===== config.mk =====
export PLATFORM = sky130hd
export DESIGN_NAME = burst_addr_seq
export DESIGN_NICKNAME = d
export VERILOG_FILES = /design/src/rtl/burst_addr_seq.sv
export SDC_FILE = /design/constraint.sdc
export NUM_CORES = 1
export LEC_CHECK = 0
export ABC_AREA = 0
export BUFFER_PORTS_ARGS = -buffer_cell sky130_fd_sc_hd__buf_4
export CAP_MARGIN = 25
export CORE_UTILIZATION = 42
export CTS_CLUSTER_SIZE = 24
export DETAILED_ROUTE_END_ITERATION = 10
export PLACE_DENSITY = 0.77
export SLEW_MARGIN = 40
export SYNTH_ARGS = -nofsm -noshare
export SYNTH_HDL_FRONTEND = slang
export SYNTH_SLANG_ARGS = --single-unit

===== constraint.sdc =====
create_clock -name clk -period 1.6 [get_ports clk]
set_input_delay 0.16 -clock clk [delete_from_list [all_inputs] [get_ports clk]]
set_output_delay 0.16 -clock clk [all_outputs]
set_load 0.005 [all_outputs]

===== src/rtl/burst_addr_seq.sv =====
module burst_addr_seq #(
  parameter int AW = 19
) (
  input  logic          clk,
  input  logic          rst,
  input  logic          adsp_n,
  input  logic          adsc_n,
  input  logic          adv_n,
  input  logic          ce0_n,
  input  logic          ce1,
  input  logic          ce2_n,
  input  logic          mode_xor,
  input  logic [AW-1:0] ext_addr,
  output logic [AW-1:0] word_addr,
  output logic          active,
  output logic [1:0]    kind
);
  localparam int UW = AW - 2;
  localparam logic [1:0] K_DESEL = 2'd0, K_LOAD = 2'd1, K_ADV = 2'd2, K_HOLD = 2'd3;

  logic [UW-1:0] upper;
  logic [1:0]    start, beat;

  wire strobe  = (!adsp_n && !ce0_n) || !adsc_n;
  wire all_en  = !ce0_n && ce1 && !ce2_n;
  wire step_ok = adsp_n && adsc_n && !adv_n;

  always_ff @(posedge clk) begin
    if (rst) begin
      upper  <= '0;
      start  <= '0;
      beat   <= '0;
      active <= 1'b0;
      kind   <= K_DESEL;
    end else if (strobe) begin
      if (all_en) begin
        upper  <= ext_addr[AW-1:2];
        start  <= ext_addr[1:0];
        beat   <= '0;
        active <= 1'b1;
        kind   <= K_LOAD;
      end else begin
        active <= 1'b0;
        kind   <= K_DESEL;
      end
    end else if (!active) begin
      kind <= K_DESEL;
    end else if (step_ok) begin
      beat <= beat + 2'd1;
      kind <= K_ADV;
    end else begin
      kind <= K_HOLD;
    end
  end

  assign word_addr = {upper, mode_xor ? (start ^ beat) : (start + beat)};

  p_load_r2: assert property (@(posedge clk) disable iff (rst)
    kind == K_LOAD |-> (beat == 2'd0 && upper == $past(ext_addr[AW-1:2]) && start == $past(ext_addr[1:0])));
  p_ce0_block_r3: assert property (@(posedge clk) disable iff (rst)
    $past(ce0_n && adsc_n) |-> kind != K_LOAD);
  p_desel_r5: assert property (@(posedge clk) disable iff (rst)
    kind == K_DESEL |-> !active);
  p_step_r7: assert property (@(posedge clk) disable iff (rst)
    kind == K_ADV |-> beat == $past(beat) + 2'd1);
  p_hold_r8: assert property (@(posedge clk) disable iff (rst)
    kind == K_HOLD |-> $stable(beat) && $stable(start));
  p_upper_r11: assert property (@(posedge clk) disable iff (rst)
    (kind == K_ADV || kind == K_HOLD) |-> $stable(upper));
endmodule


### Word-level counts from Yosys, hierarchy flattened

Index checks and enable logic that the tools add are counted.

* add/sub/neg operators: 2
* eq/ne operators: 1
* mux-type cells: 10
* bitwise logic cells: 1
* reduce and logical (&&, ||, !) cells: 15

Operators by type and width (number)
* 2-bit 2-to-1 mux: 7
* 1-bit logical AND: 5
* 1-bit logical NOT: 5
* 2-bit nonzero test: 2
* 1-bit 2-to-1 mux: 3
* 3-bit AND reduction: 1
* 2-bit by 1-bit adder with 2-bit output, second input constant: 1
* 2-bit adder: 1
* 2-bit by 1-bit != test with 1-bit output, second input constant: 1
* 2-bit AND reduction: 1
* 2-bit bitwise XOR: 1
* 1-bit logical OR: 1

* register bits after elaboration: 24
* bits of input ports: 28
* output and inout port bits: 22
* word-level logic and storage cells: 34

### Logic depth before layout (Yosys ltp)

* depth in word-level cells: 5
* gate-level depth with buffers: 6

### Worst setup path after synthesis

OpenSTA, ideal clock, no wires.

* kind: register to register
* from: reg active
* to: reg beat[1]
* setup time: 71 ps
* arrival: 1187 ps
* data required time: 1529 ps
* path slack: 342 ps
* cell stages (with the launch flop): 5
* path through: dfxtp_1 -> and4b_1 -> a31oi_1 -> or4b_1 -> a21oi_1

* cells in the longest elaborated chain, start to end: 2

Ends and longest elaborated chain
* start: declaration: line 15 `output logic active,`
* start signal: assignment: line 33 `active <= 1'b0;`
* start signal: assignment: line 40 `active <= 1'b1;`
* start signal: assignment: line 43 `active <= 1'b0;`
* 2-bit nonzero test (no source line)
* 3-bit AND reduction (no source line)
* end signal: assignment: line 49 `beat <= beat + 2'd1;`
* end: declaration: line 22 `logic [1:0] start, beat;`

Every way passes these cells.
A chain may end at the register's enable or synchronous reset.

### Worst setup path in the final report

* from: reg beat[0]
* to: out word_addr[1]

* cells in the longest elaborated chain, start to end: 2

Ends and longest elaborated chain
* 2-bit adder: line 56 `assign word_addr = {upper, mode_xor ? (start ^ beat) : (start + beat)};`
* 2-bit 2-to-1 mux: line 56
* end: declaration: line 14 `output logic [AW-1:0] word_addr,`

Every way passes these cells.

==> impl_metrics.py <==
metrics = {
    "clock_network": {
        "cts_resized": 0,
        "cts-root-to-sink-buffers": 2,
        "cts_post_setup_buffers_inserted": 0,
        "cts_hold_buf": 0,
        "clkSinkCount": 24,
        "cts_max_level": 1,
        "cts.clk_slew.worst_paths_ns": 0.12,
        "cts_tree": "yes",
        "worst_skew_pair.late_latency_ns": 0.30,
        "numCtsBuffers": 3,
        "cts_root_buf": "clkbuf_4",
    },
    "placement": {
        "detailedPlacementHpwl_um": 1570,
        "number_of_port_buffers": 49,
        "gpl.final_weighted_congestion": 0.880,
    },
    "setup_path": {
        "cp_max_fo": 4,
        "cp.required_ns": 1.44,
        "cpLargestDelayFamily": "flip-flops",
        "type_of_destination_of_the_critical_path": "output port",
        "worst-setup-path-type": "flop to output port",
        "r2r_slack_ns": 0.29,
        "critical_path.cell_chain": "ha_1, nor2b_1, xnor2_1, buf_4",
        "r2r-start": "active",
        "critical_path.slowest_cell": "dfxtp_1",
        "critPathBufInv": 1,
        "cp-start-kind": "flop",
        "max_stage_delay_ns": 0.40,
        "worst_r2r_path_depth": 4,
        "regToRegEndpoint": "beat[1]",
        "arrival_ns": 1.25,
    },
    "timing": {
        "fin_worst_skew_ns": 0.000627,
        "final_max_slew_viol_count": 0,
        "finalCriticalPeriod_ns": 1.41,
        "final_report_setup_violation_count": 0,
        "setup_tns_ns": 0,
        "transition_at_the_pin_with_the_smallest_max_transition_slack_ns": 0.226,
        "final_hold_viol_count": 0,
        "whs_ns": 0.0671,
        "timing.slew.headroom_pct": 84.8,
        "final_min_period_over_clock_period_pct": 88.2,
        "fmax_ghz": 0.709,
        "grt_setup_unrepaired": "no",
    },
    "die": {
        "num_io_pins": 50,
        "die_area_um2": 2290,
        "die_width_um": 47.9,
        "die_height_um": 47.9,
        "core_outline_area_um2": 1960,
        "initial_core_util_pct": 45.0,
        "num_rows": 16,
    },
    "global_routing": {
        "first_global_vias": 769,
        "grt_pass1_wl_um": 3110,
        "groute.usage.overall_pct": 19.5,
        "grt_antenna_before_repair": 0,
        "gr-total-overflow": 0,
        "pin_count_of_the_biggest_net_entering_global_routing": 24,
    },
    "detailed_routing": {
        "drtAntennaViolNets": 0,
        "viasPerCell": 4.81,
        "drc": 0,
        "first_iter_violations": 10,
        "finalWirelength_um": 2070,
        "wire_per_inst_um": 11.1,
        "drt-pass1-iter-count": 4,
        "dr_total_vias": 894,
    },
    "logic_synthesis": {
        "syn_area_per_cell_um2": 8.18,
        "area_of_the_mapped_netlist_um2": 883,
        "post_synth_inst_count": 108,
        "distinct_cell_type_count_after_synthesis": 19,
        "synth_top_cell_by_area": "dfxtp_1",
        "yosys_warnings": 0,
        "synthesis.nets": 137,
        "yosys_register_bits": 24,
        "synth_largest_type_area_fraction_pct": 54.4,
        "share_of_the_yosys_chip_area_belonging_to_registers_pct": 54.4,
        "cell_types_occupying_the_most_area_after_synthesis": "dfxtp_1, nand2_1, a21oi_1",
    },
    "worst_hold_path": {
        "hold_path.class": "input pin to flop",
        "min_to": "kind[0]",
        "holdCritStartpoint": "adv_n",
        "timing.hold.worst_path_depth": 2,
    },
    "power_and_ir_drop": {
        "power.static_leakage_uw": 0.000582,
        "powerDensity_nw_per_um2": 800,
        "vdd_drop_max_mv": 0.710,
    },
    "final_layout": {
        "fillers": 184,
        "total_number_of_nets_in_the_final_design": 189,
        "drive_gt1_share_pct": 36.5,
        "n_antenna_cell": 0,
        "postLayoutCoreUtil_pct": 67.6,
        "area.growth.synth_to_final_pct": 50.1,
    },
    "run": {
        "cap_viol_max_count": 0,
    },
    "outcome": {
        "run_status": "completed",
    },
}
==> final cells by class <==
cell class,instances,area [µm²],area share (%)
flip-flops and latches,24,480,36.2
clock buffers,4,36.3,2.74
multi-input cells,78,378,28.5
repair buffers,53,398,30.0
well taps,27,33.8,2.55
==> cell usage after synthesis, drive strengths merged <==
cell type	instances
a21oi	21
a31oi	1
and3	1
and4b	1
buf	2
clkbuf	4
dfxtp	24
ha	1
mux2i	1
nand2	39
nand3	1
nor2	4
nor2b	1
o211ai	1
o21a	1
o21ai	2
or4b	1
xnor2	2
==> where the power goes <==
part | leakage (µW) | internal, µW | switching, µW | total [µW]
clock network | 0.0000210 | 139 | 171 | 310
logic | 0.000366 | 77.1 | 53.1 | 130
registers | 0.000194 | 613 | 7.94 | 621
total | 0.000582 | 829 | 232 | 1060
==> how the worst max path moves through the flow <==
stage / startpoint / end / depth (start not counted)
2_1_floorplan: active / beat[1] / 4
3_3_place_gp: active / beat[1] / 4
3_5_place_dp: active / beat[1] / 4
4_1_cts: beat[0] / word_addr[1] / 4
5_1_grt: beat[0] / word_addr[1] / 4
6_report: beat[0] / word_addr[1] / 4
==> cell families after synthesis <==
logic type	share of synthesized area [%]
AO/OA/AOI/OAI	15.4
XOR/XNOR	1.98
adder cells (fa/ha/maj)	1.42
buffers and inverters	2.83
flip-flops	54.4
multiplexers	1.13
AND/OR/NAND/NOR	22.8
==> through the flow <==
stage	power, µW	setup WS [ns]	cells	cell area, µm²
CTS	1070	0.159	186	1330
global placement	761	0.339	182	1290
finish	1060	0.189	186	1330
floorplan	675	0.342	108	883
detailed placement	765	0.309	182	1290
global route	1110	0.0565	186	1330
==> registers in the layout, summed over array words and instances, names as in the netlist <==
register,count
start,2
upper,17
kind,2
active,1
beat,2
==> routing by layer <==
layer  global-route usage [%]  wire length (µm)  vias to the layer above
met3                     6.42               123                        4
met1                     18.9               874                      405
met2                     35.7              1040                       27
li1                         -                 -                      458
met4                     11.1                35                        0
met5                        0                 0                        -
==> worst register-to-register path: stages (launching register included) <==
cell and delay (ns):
dfxtp_1 0.37, and4b_1 0.22, a31oi_1 0.06, or4b_1 0.47, a21oi_1 0.14
==> cells in the final DEF (no fill, tap or decap), drive strengths merged, types with 2 or more instances in the layout <==
master,count
a21oi,21
buf,53
clkbuf,4
dfxtp,24
nand2,39
nor2,4
o21ai,2
xnor2,2
Note: power is estimated with default switching activity, not from simulation.
